[config.mk]
export PLATFORM = sky130hd
export DESIGN_NAME = rsqrt_seed
export DESIGN_NICKNAME = d
export VERILOG_FILES = /design/src/rtl/rsqrt_seed_pkg.sv /design/src/rtl/rsqrt_seed_classify.sv /design/src/rtl/rsqrt_seed_expgen.sv /design/src/rtl/rsqrt_seed_lut.sv /design/src/rtl/rsqrt_seed.sv
export SDC_FILE = /design/constraint.sdc
export NUM_CORES = 1
export LEC_CHECK = 0
export ABC_AREA = 1
export BUFFER_PORTS_ARGS = -buffer_cell sky130_fd_sc_hd__buf_4
export CORE_UTILIZATION = 54
export DETAILED_ROUTE_END_ITERATION = 16
export HOLD_SLACK_MARGIN = 0.12
export PLACE_DENSITY_LB_ADDON = 0.2
export SLEW_MARGIN = 15
export SYNTH_ARGS = -nofsm -noshare
export SYNTH_HDL_FRONTEND = slang
export SYNTH_SLANG_ARGS = --single-unit
[constraint.sdc]
create_clock -name clk -period 2 [get_ports clk]
set_input_delay 0.2 -clock clk [delete_from_list [all_inputs] [get_ports clk]]
set_output_delay 0.2 -clock clk [all_outputs]
set_load 0.01 [all_outputs]
[src/rtl/rsqrt_seed_pkg.sv]
`timescale 1ns/1ps
package rsqrt_seed_pkg;

   typedef enum logic [2:0] {
      OPC_NORM_POS = 3'd0,
      OPC_ANY_NAN  = 3'd1,
      OPC_TINY     = 3'd2,
      OPC_NEGATIVE = 3'd3,
      OPC_POS_INF  = 3'd4
   } opnd_class_e;

   localparam int SEED_IDX_W = 7;
   localparam int SEED_VAL_W = 8;

   // Upper member of each adjacent entry pair; the lower member is one less.
   localparam logic [7:0] PAIR_HEAD [64] = '{
      8'd253, 8'd245, 8'd239, 8'd231, 8'd225, 8'd217, 8'd211, 8'd205,
      8'd201, 8'd195, 8'd189, 8'd185, 8'd179, 8'd175, 8'd169, 8'd165,
      8'd161, 8'd157, 8'd153, 8'd149, 8'd145, 8'd141, 8'd137, 8'd133,
      8'd131, 8'd127, 8'd123, 8'd121, 8'd117, 8'd115, 8'd111, 8'd109,
      8'd103, 8'd99,  8'd93,  8'd89,  8'd83,  8'd79,  8'd75,  8'd71,
      8'd67,  8'd63,  8'd59,  8'd55,  8'd53,  8'd49,  8'd45,  8'd43,
      8'd39,  8'd37,  8'd33,  8'd31,  8'd27,  8'd25,  8'd23,  8'd19,
      8'd17,  8'd15,  8'd13,  8'd11,  8'd9,   8'd7,   8'd5,   8'd3
   };

   function automatic logic [SEED_VAL_W-1:0] seed_lookup(input logic [SEED_IDX_W-1:0] idx);
      seed_lookup = PAIR_HEAD[idx[SEED_IDX_W-1:1]] - {{(SEED_VAL_W-1){1'b0}}, idx[0]};
   endfunction

endpackage

[src/rtl/rsqrt_seed_classify.sv]
`timescale 1ns/1ps
module rsqrt_seed_classify
   import rsqrt_seed_pkg::*;
#(
   parameter int EXP_W  = 8,
   parameter int FRAC_W = 23,
   localparam int WORD_W = 1 + EXP_W + FRAC_W
) (
   input  logic [WORD_W-1:0] opnd,
   output opnd_class_e       opnd_class,
   output logic              flag_invalid
);
   logic              sgn;
   logic [EXP_W-1:0]  bexp;
   logic [FRAC_W-1:0] frac;
   logic              exp_all_one, exp_all_zero, frac_nonzero, is_nan, is_snan;

   assign sgn  = opnd[WORD_W-1];
   assign bexp = opnd[WORD_W-2 -: EXP_W];
   assign frac = opnd[FRAC_W-1:0];

   assign exp_all_one  = &bexp;
   assign exp_all_zero = ~|bexp;
   assign frac_nonzero = |frac;
   assign is_nan       = exp_all_one & frac_nonzero;
   assign is_snan      = is_nan & ~frac[FRAC_W-1];

   always_comb begin
      if (is_nan)            opnd_class = OPC_ANY_NAN;
      else if (exp_all_zero) opnd_class = OPC_TINY;
      else if (sgn)          opnd_class = OPC_NEGATIVE;
      else if (exp_all_one)  opnd_class = OPC_POS_INF;
      else                   opnd_class = OPC_NORM_POS;
   end

   assign flag_invalid = is_snan | (opnd_class == OPC_NEGATIVE);
endmodule

[src/rtl/rsqrt_seed_expgen.sv]
`timescale 1ns/1ps
module rsqrt_seed_expgen #(
   parameter int               EXP_W    = 8,
   parameter logic [EXP_W-1:0] EXP_BASE = 8'hBD
) (
   input  logic [EXP_W-1:0] biased_exp,
   output logic [EXP_W-1:0] seed_exp,
   output logic             dec_parity
);
   logic [EXP_W-1:0] exp_dec;

   assign exp_dec    = biased_exp - {{(EXP_W-1){1'b0}}, 1'b1};
   assign dec_parity = exp_dec[0];
   assign seed_exp   = EXP_BASE - {1'b0, exp_dec[EXP_W-1:1]};
endmodule

[src/rtl/rsqrt_seed_lut.sv]
`timescale 1ns/1ps
module rsqrt_seed_lut
   import rsqrt_seed_pkg::*;
#(
   parameter int IDX_W  = 7,
   parameter int SEED_W = 8
) (
   input  logic [IDX_W-1:0]  idx,
   output logic [SEED_W-1:0] seed
);
   generate
      if (IDX_W == SEED_IDX_W && SEED_W == SEED_VAL_W) begin : g_fixed_table
         assign seed = seed_lookup(idx);
      end else begin : g_bad_shape
         $error("rsqrt_seed_lut: only a 7-bit index and 8-bit entries are supported");
         assign seed = '0;
      end
   endgenerate
endmodule

[src/rtl/rsqrt_seed.sv]
`timescale 1ns/1ps
module rsqrt_seed
   import rsqrt_seed_pkg::*;
#(
   parameter int               EXP_W          = 8,
   parameter int               FRAC_W         = 23,
   parameter int               IDX_FRAC_BITS  = 6,
   parameter int               SEED_W         = 8,
   parameter logic [EXP_W-1:0] SEED_EXP_BASE  = 8'hBD,
   parameter bit               STICKY_INVALID = 1'b1,
   localparam int              WORD_W         = 1 + EXP_W + FRAC_W
) (
   input  logic              clk,
   input  logic              rst_n,
   input  logic              in_valid,
   input  logic [WORD_W-1:0] in_operand,
   output logic              out_valid,
   output logic [WORD_W-1:0] out_seed,
   output logic              out_invalid,
   output logic              out_summary
);
   localparam int IDX_W  = IDX_FRAC_BITS + 1;
   localparam int ZPAD_W = FRAC_W - SEED_W;
   localparam logic [WORD_W-1:0] QUIET_NAN_ENC = {1'b0, {EXP_W{1'b1}}, 1'b1, {(FRAC_W-1){1'b0}}};
   localparam logic [WORD_W-1:0] NEG_OPND_ENC  = QUIET_NAN_ENC | WORD_W'(4);

   generate
      if (FRAC_W <= SEED_W || FRAC_W < IDX_FRAC_BITS + 3 || EXP_W < 3) begin : g_bad_widths
         $error("rsqrt_seed: fraction must exceed seed width and exponent needs 3+ bits");
      end
   endgenerate

   opnd_class_e       opnd_class;
   logic              flag_invalid;
   logic [EXP_W-1:0]  seed_exp;
   logic              dec_parity;
   logic [IDX_W-1:0]  tbl_idx;
   logic [SEED_W-1:0] tbl_val;
   logic [WORD_W-1:0] seed_next;

   rsqrt_seed_classify #(.EXP_W(EXP_W), .FRAC_W(FRAC_W)) u_classify (
      .opnd         (in_operand),
      .opnd_class   (opnd_class),
      .flag_invalid (flag_invalid)
   );

   rsqrt_seed_expgen #(.EXP_W(EXP_W), .EXP_BASE(SEED_EXP_BASE)) u_expgen (
      .biased_exp (in_operand[WORD_W-2 -: EXP_W]),
      .seed_exp   (seed_exp),
      .dec_parity (dec_parity)
   );

   assign tbl_idx = {dec_parity, in_operand[FRAC_W-1 -: IDX_FRAC_BITS]};

   rsqrt_seed_lut #(.IDX_W(IDX_W), .SEED_W(SEED_W)) u_lut (
      .idx  (tbl_idx),
      .seed (tbl_val)
   );

   always_comb begin
      unique case (opnd_class)
         OPC_ANY_NAN:  seed_next = QUIET_NAN_ENC;
         OPC_TINY:     seed_next = {in_operand[WORD_W-1], {EXP_W{1'b1}}, {FRAC_W{1'b0}}};
         OPC_NEGATIVE: seed_next = NEG_OPND_ENC;
         OPC_POS_INF:  seed_next = '0;
         default:      seed_next = {in_operand[WORD_W-1], seed_exp, tbl_val, {ZPAD_W{1'b0}}};
      endcase
   end

   always_ff @(posedge clk or negedge rst_n) begin
      if (!rst_n) begin
         out_valid   <= 1'b0;
         out_seed    <= '0;
         out_summary <= 1'b0;
      end else begin
         out_valid <= in_valid;
         if (in_valid) begin
            out_seed    <= seed_next;
            out_summary <= flag_invalid;
         end
      end
   end

   generate
      if (STICKY_INVALID) begin : g_inv_sticky
         always_ff @(posedge clk or negedge rst_n) begin
            if (!rst_n)                       out_invalid <= 1'b0;
            else if (in_valid && flag_invalid) out_invalid <= 1'b1;
         end
      end else begin : g_inv_per_op
         always_ff @(posedge clk or negedge rst_n) begin
            if (!rst_n)        out_invalid <= 1'b0;
            else if (in_valid) out_invalid <= flag_invalid;
         end
      end
   endgenerate
endmodule

==> results.txt, run 1 <==
Run status: completed
Synth cell types: 30
First-pass GRT wire length: 7550 um
Fin Setup TNS: 0 ns
Synth area leaders: dfrtp_1, nand2_1, ha_1
EDFF count, synth: 0
CTS tree: built
Slowest cell on the critical path: dlygate4sd3_1
Layout Nets: 389
Die ar.: 3700 sq um
RSZ-0062 raised after global routing: false
Register bit total from synthesis: 21
Syn. warnings: 0
Die Width: 60.8 um
Layout cells sized above 1: 0.193
All-Layer GR Usage: 0.269
Bufs and invs on worst path: 3
RD Place Congestion: 0.969
Slew @ Worst Pin: 0.530 ns
Vias per inst: 5.25
Final Hold Vio Count: 0
Synthesized area: 1870 sq um
Worst path cell trace: dlygate4sd3_1 -> buf_4 -> inv_1 -> nor2_1 -> nand3_1 -> nand2_1
FF+latch area: 526 sq um
Multi-input logic area: 1150 sq um
Worst Skew: 0 ns
Worst Setup End Kind: flip-flop
Leak: 1.20 nW
Final HPWL DP: 3620 um
Sequential fraction of the synthesis area: 0.282
F_max: 611 MHz
Hold WC Path Type: in -> reg
PwrDens: 473 nW/um^2
Vias in the first global route: 1722
Crit path time final: 1.64 ns
FF-to-FF setup slack: 1.26 ns
DR pass1 iterations: 5
Max_cap viols: 0
Share of Yosys cell area claimed by the top area cell type: 0.282
Final setup violation count: 0
Drt initial violations: 169
Synth area leader: dfrtp_1
Grt ovf: 0
CP Class: in -> reg
Final WL: 4580 um
Clk buf depth: 2
Initial Util: 0.592
Largest net degree at the start of global routing: 22
Clock transition at path regs: 0.11 ns
Ports: 70
Cts bufs inserted: 3
Critical Path RT: 2.24 ns
Antenna Cells: 0
Crit path max-delay family: buffers and inverters
P&R area growth vs syn: 23.1%
Critical-path maximum fanout: 15
CTS Root Cell: clkbuf_4
Slew Viols, Final: 0
Fill cells: 290
Ys flop type: dfrtp_1
Initial antenna violation count: 0
Tcrit/Tclk final: 0.818
Sink Count: 21
Post-Syn Instances: 289
Post-route DRC: 0
CP Data Arrival Time: 1.88 ns
Core Area: 3150 sq um
Asr flop ratio synth: 1.00
Core Rows: 20
Routed wirelength normalized by instance count: 11.9 um
DIE HEIGHT: 60.8 um
Input/output buffers: 55
Post-synth top cells: nand2_1, nor2_1, nand3_1, o21ai_0, inv_1
Worst skew pair latency: 0.30 ns
Via count: 2026
Clock H-tree levels: 1
Worst hold slack: 0.158 ns
Synthesized area per cell: 6.46 sq um
Largest stage delay, worst path: 0.53 ns
Most common cell in the netlist: nand2_1
Startpoint Class: input pin
Worst vdd ir: 226 uV
Slew margin rel.: 0.642
Final antenna-violating net count: 0
[registers in the layout (all words and copies together), names as in the netlist]
name         cells
out_seed        18
out_invalid      1
out_valid        1
out_summary      1
[logic make-up after synthesis]
logic type               synth area share
AND/OR/NAND/NOR                     0.341
flip-flops                          0.281
other                             0.00201
XOR/XNOR                           0.0141
adder cells (fa/ha/maj)            0.0737
buffers and inverters               0.127
AO/OA/AOI/OAI                       0.161
[tightest hold or removal path: cells and delay by family]
family	cells	cell delay [ns]
AND/OR/NAND/NOR	2	0.14
buffers and inverters	1	0.09
[area by class of cell]
type                       instances  share of cell area
multi-input combinational        234               0.502
tap                               44              0.0240
inverter                          25              0.0408
clock buffer                       4              0.0114
timing repair buffer              58               0.193
sequential                        21               0.229
[path summary, 6_finish.rpt]
path / cells after the start / end / start
min in group asynchronous: 2 / out_invalid / rst_n
min: 3 / out_seed[31] / in_operand[31]
min reg2reg: 2 / out_invalid / out_invalid
max: 6 / out_seed[17] / in_valid
max reg2reg: 1 / out_seed[2] / out_seed[2]
max in group asynchronous: 2 / out_seed[16] / rst_n
[power by group]
group,switching (mW),total (mW),internal [mW]
sequential,0.0238,0.486,0.463
combinational,0.231,0.404,0.174
clock,0.117,0.195,0.0778
[layout by cell type, fill, tap and decap left out, types with 4 or more instances in the layout]
cell type | netlist | routed
a21oi_1 | 19 | 19
buf_4 | 14 | 55
conb_1 | 1 | 14
dfrtp_1 | 21 | 21
ha_1 | 11 | 11
inv_1 | 23 | 23
nand2_1 | 79 | 79
nand3_1 | 25 | 25
nand4_1 | 4 | 4
nor2_1 | 35 | 35
o21ai_0 | 24 | 24
[per-layer routing]
metal	wire length [um]	vias to the layer above	global-route usage
li1	-	1024	-
met1	2070	905	0.382
met2	2170	91	0.433
met3	304	6	0.0213
met4	36	0	0.0877
met5	0	-	0
[per-stage QoR]
stage	area, sq um	instances	util	setup slack, ns	power, mW
after detailed placement	2240	379	0.711	0.116	0.889
after floorplan	1920	302	-	0.304	0.732
final	2300	386	0.729	0.364	1.09
after CTS	2300	386	0.729	0.423	1.08
after global routing	2300	386	0.729	0.242	1.16
after global placement	2240	379	0.711	0.211	0.879
[timing repair]
item	CTS	global route
hold buffers	3	0
endpoints found under the hold margin	23	0
setup endpoints to repair	0	0
setup buffers	0	0
resized for setup	0	0
Power figures use the tool's default switching activity.
==> run 2: changes to the inputs <==
--- a/config.mk
+++ b/config.mk
@@ -7,7 +7,7 @@
 export LEC_CHECK = 0
 export ABC_AREA = 1
 export BUFFER_PORTS_ARGS = -buffer_cell sky130_fd_sc_hd__buf_4
-export CORE_UTILIZATION = 54
+export CORE_UTILIZATION = 50
 export DETAILED_ROUTE_END_ITERATION = 16
 export HOLD_SLACK_MARGIN = 0.12
 export PLACE_DENSITY_LB_ADDON = 0.2
==> constraint.sdc (replaced) <==
create_clock -name clk -period 1.6 [get_ports clk]
set_input_delay 0.16 -clock clk [delete_from_list [all_inputs] [get_ports clk]]
set_output_delay 0.16 -clock clk [all_outputs]
set_load 0.01 [all_outputs]
==> run 2 against run 1 <==
Non-clock buffer count rose by 18; wire length grew 1.0%; cell area rose by 7.4%; critical path depth is 2 higher; global-route usage is 1.4 points lower; clock skew unchanged; first-iteration DRC count is 17% lower; largest cell class unchanged; critical endpoint is now out_seed[26]; highest routed layer unchanged; register-to-register slack lost 0.38 ns; count of clock-buffer cells in the layout unchanged; sequential share of layout area down 1.6 points; flip-flop and latch count unchanged.
==> results.txt, run 2 (synthesis results as in run 1) <==
PwrDens: 599 nW/um^2
Total power: 1.48 mW
P&R area growth vs syn: 32.1%
DR pass1 iterations: 5
Most frequent cells in the layout: nand2_1, buf_4, nor2_1
Sink Count: 21
Reg with most FFs: out_seed
Vias per inst: 5.10
Crit path time final: 1.47 ns
Antenna Cells: 0
Worst skew pair latency: 0.25 ns
Max_cap viols: 0
CTS tree: built
Clock transition at path regs: 0.07 ns
Fill cells: 311
Clk buf depth: 2
Die Width: 63.1 um
Die ar.: 3980 sq um
Critical Path RT: 1.74 ns
Clock H-tree levels: 1
Multi-input logic area: 1170 sq um
CP Class: in -> reg
Worst vdd ir: 344 uV
FF+latch area: 526 sq um
Origin of the critical flop-to-flop path: out_seed[2]
Via count: 2071
Leak: 1.29 nW
Cts bufs inserted: 3
DIE HEIGHT: 63.1 um
Hold WC Path Type: in -> reg
Tcrit/Tclk final: 0.918
Layout cells sized above 1: 0.244
Routed wirelength normalized by instance count: 11.4 um
Commonest non-fill, non-tap cell in the layout: nand2_1
Core Rows: 21
R2r worst-path depth: 1
Initial Util: 0.538
Startpoint Class: input pin
Setup WS post-layout: 0.131 ns
Final antenna-violating net count: 0
All-Layer GR Usage: 0.254
Vias in the first global route: 1859
Drt initial violations: 140
RD Place Congestion: 0.920
RSZ-0062 raised after global routing: true
Worst reg2reg endpoint: out_seed[2]
Worst Setup End Kind: flip-flop
Post-route DRC: 0
Largest register FFs: 18
Core Area: 3470 sq um
First-pass GRT wire length: 8200 um
Hold path depth: 1
Worst hold start: in_valid
Final setup violation count: 0
F_max: 681 MHz
Critical-path maximum fanout: 8
CP Data Arrival Time: 1.60 ns
Ports: 70
Dpl ws: -0.0193 ns
Final HPWL DP: 3710 um
CTS Root Cell: clkbuf_8
Worst Skew: 0 ns
FF-to-FF setup slack: 0.88 ns
Slew Viols, Final: 0
Run status: completed
Input/output buffers: 55
Layout Nets: 407
Initial antenna violation count: 0
Largest net degree at the start of global routing: 22
Grt ovf: 0
Final Hold Vio Count: 0
Hold Crit Endpoint: out_valid
Final WL: 4620 um
run 2: cell types whose count changed in the layout (fill, tap and decap cells not counted), sizes merged:
cell / previous run / this run
buf: 55 / 74
dlygate4sd3: 3 / 2
run 2: per-layer routing:
metal,up-vias,part of all wire,track usage
met3,6,0.060,0.0181
met5,-,0,0
li1,1056,-,-
met2,94,0.47,0.409
met4,0,0.015,0.0727
met1,915,0.46,0.364
run 2: repair_timing:
item,CTS,global route
resized for setup,0,1
endpoints found under the setup margin,0,10
endpoints found under the hold margin,22,0
buffers inserted,0,0
hold buffers,2,0
run 2: layout make-up:
class,instances,area share
clock buffer,4,0.0183
tap,46,0.0233
multi-input combinational,234,0.474
timing repair buffer,76,0.233
sequential,21,0.213
inverter,25,0.0381
run 2: worst max-delay path by stage:
stage / start / to / depth (start not counted)
floorplan: in_operand[23] / out_seed[28] / 11
global placement: in_operand[23] / out_seed[28] / 11
detailed placement: in_operand[23] / out_seed[28] / 11
CTS: in_operand[17] / out_summary / 9
global route: in_operand[17] / out_summary / 9
finish: in_operand[17] / out_seed[26] / 8
run 2: report_power, final:
group / internal, mW / switching, mW
sequential: 0.579 / 0.0295
clock: 0.177 / 0.158
combinational: 0.244 / 0.290
run 2: stage by stage:
| step | utilization | cells | cell area, sq um | hold slack, ns | setup TNS (ns) |
|---|---|---|---|---|---|
| finish | 0.711 | 406 | 2470 | 0.136 | 0 |
| global route | 0.711 | 406 | 2470 | 0.131 | -0.0421 |
| CTS | 0.710 | 406 | 2460 | 0.130 | 0 |
| detailed placement | 0.691 | 400 | 2400 | 0.0496 | -0.0193 |
| global placement | 0.691 | 400 | 2400 | 0.0503 | 0 |
| floorplan | - | 302 | 1930 | -0.136 | 0 |
run 2: critical path, cell delays in order:
cell	delay (ns)
dlygate4sd3_1	0.54
buf_4	0.14
nor3_2	0.13
nand4_1	0.13
nand2_1	0.12
nand2_1	0.09
nor2_4	0.20
a21oi_1	0.10
==> run 3: changes to the inputs <==
--- a/config.mk
+++ b/config.mk
@@ -7,10 +7,10 @@
 export LEC_CHECK = 0
 export ABC_AREA = 1
 export BUFFER_PORTS_ARGS = -buffer_cell sky130_fd_sc_hd__buf_4
-export CORE_UTILIZATION = 50
+export CORE_UTILIZATION = 54
 export DETAILED_ROUTE_END_ITERATION = 16
 export HOLD_SLACK_MARGIN = 0.12
-export PLACE_DENSITY_LB_ADDON = 0.2
+export PLACE_DENSITY = 0.87
 export SLEW_MARGIN = 15
 export SYNTH_ARGS = -nofsm -noshare
 export SYNTH_HDL_FRONTEND = slang
==> constraint.sdc (replaced) <==
create_clock -name clk -period 1.7 [get_ports clk]
set_input_delay 0.17 -clock clk [delete_from_list [all_inputs] [get_ports clk]]
set_output_delay 0.17 -clock clk [all_outputs]
set_load 0.01 [all_outputs]
==> run 3 against run 2 <==
Final cell count is 2.7% lower; count of clock-buffer cells in the layout unchanged; sequential share of layout area up 0.91 points; clock skew unchanged; register-to-register slack improved by 0.06 ns; clock power decreased by 33%; hold slack got worse by 0.0098 ns; global-route usage grew 1.6 points; non-clock buffer count is 9 lower; critical path depth stayed put; sequential power decreased by 6.1%; via count decreased by 1.1%.
==> results.txt, run 3 (synthesis results as in run 1) <==
Run status: completed
Final WL: 4510 um
Sink Count: 21
RSZ-0062 raised after global routing: false
F_max: 664 MHz
Post-route DRC: 0
Most frequent cells in the layout: nand2_1, buf_4, nor2_1
Final antenna-violating net count: 0
Multi-input logic area: 1150 sq um
DIE HEIGHT: 60.8 um
Clk buf depth: 2
Layout cells sized above 1: 0.214
Hold-fix buffers, CTS: 3
FF+latch area: 526 sq um
Leak: 1.24 nW
Antenna Cells: 0
P&R area growth vs syn: 26.7%
Crit path time final: 1.51 ns
Die ar.: 3700 sq um
Final Instance Area: 2360 sq um
CP Data Arrival Time: 1.69 ns
# resized after CTS: 0
Post-Layout Cell Count: 395
Slew Viols, Final: 0
Vias per inst: 5.19
Core Area: 3150 sq um
Fin Setup TNS: 0 ns
Via count: 2049
Clock H-tree levels: 1
CTS tree: built
Worst Skew: 0 ns
Routed wirelength normalized by instance count: 11.4 um
Drt initial violations: 68
CTS Root Cell: clkbuf_4
Ports: 70
Final Hold Vio Count: 0
Worst skew pair latency: 0.29 ns
Post-CTS setup-driven buffer insertion count: 0
Final HPWL DP: 3600 um
Max_cap viols: 0
Worst Setup End Kind: flip-flop
Layout Nets: 398
Die Width: 60.8 um
Clock transition at path regs: 0.10 ns
Input/output buffers: 55
Commonest non-fill, non-tap cell in the layout: nand2_1
CP Class: in -> reg
Critical-path maximum fanout: 8
Initial antenna violation count: 0
Largest net degree at the start of global routing: 22
Final setup violation count: 0
Hold WC Path Type: in -> reg
Worst vdd ir: 258 uV
Largest register FFs: 18
Dpl ws: 0.0389 ns
Critical Path RT: 1.88 ns
Initial Util: 0.592
DR pass1 iterations: 4
Tcrit/Tclk final: 0.886
Dpl cell area: 2310 sq um
Placed Instances: 388
Setup WS post-layout: 0.194 ns
Cts bufs inserted: 3
Util after Layout: 0.750
Startpoint Class: input pin
Core Rows: 20
PwrDens: 542 nW/um^2
First-pass GRT wire length: 7570 um
Reg with most FFs: out_seed
Fill cells: 279
Vias in the first global route: 1829
Grt ovf: 0
RD Place Congestion: 0.927
All-Layer GR Usage: 0.270
run 3: final cells by class:
class	instances	area share
Multi-Input combinational cell	234	0.488
Inverter	25	0.0397
Clock buffer	4	0.0111
Tap cell	44	0.0233
Timing Repair Buffer	67	0.216
Sequential cell	21	0.222
run 3: report_power, final:
part           switching [mW]  internal, mW
clock network           0.132        0.0914
registers              0.0269         0.544
logic                   0.269         0.217
total                   0.428         0.853
run 3: critical path: stages:
cell and delay, ns:
dlygate4sd3_1 0.54, buf_4 0.13, nor3_1 0.17, nand4_1 0.14
nand2_1 0.14, nand2_1 0.10, nor2_4 0.20, a21oi_1 0.11
run 3: final timing paths:
kind                                      from            to  slack (ns)  cells past startpoint
worst min register to register     out_invalid   out_invalid        0.48                      2
worst max register to register     out_seed[2]   out_seed[2]        0.94                      1
max in group asynchronous                rst_n  out_seed[30]        1.22                      2
worst min-delay path            in_operand[31]  out_seed[31]        0.13                      3
worst max-delay path            in_operand[17]  out_seed[29]        0.19                      8
min in group asynchronous                rst_n  out_seed[17]        0.28                      2
run 3: routing by layer:
layer	vias to the layer above	track usage	wire length, um
li1	1039	-	-
met1	906	0.347	1980
met2	95	0.462	2150
met3	9	0.0299	302
met4	0	0.114	74
met5	-	0	0
run 3: metrics by stage:
step	hold slack, ns	power [mW]
6_report	0.126	1.28
5_1_grt	0.129	1.38
4_1_cts	0.128	1.29
3_5_place_dp	0.0560	1.06
3_3_place_gp	0.0576	1.05
2_1_floorplan	-0.126	0.862
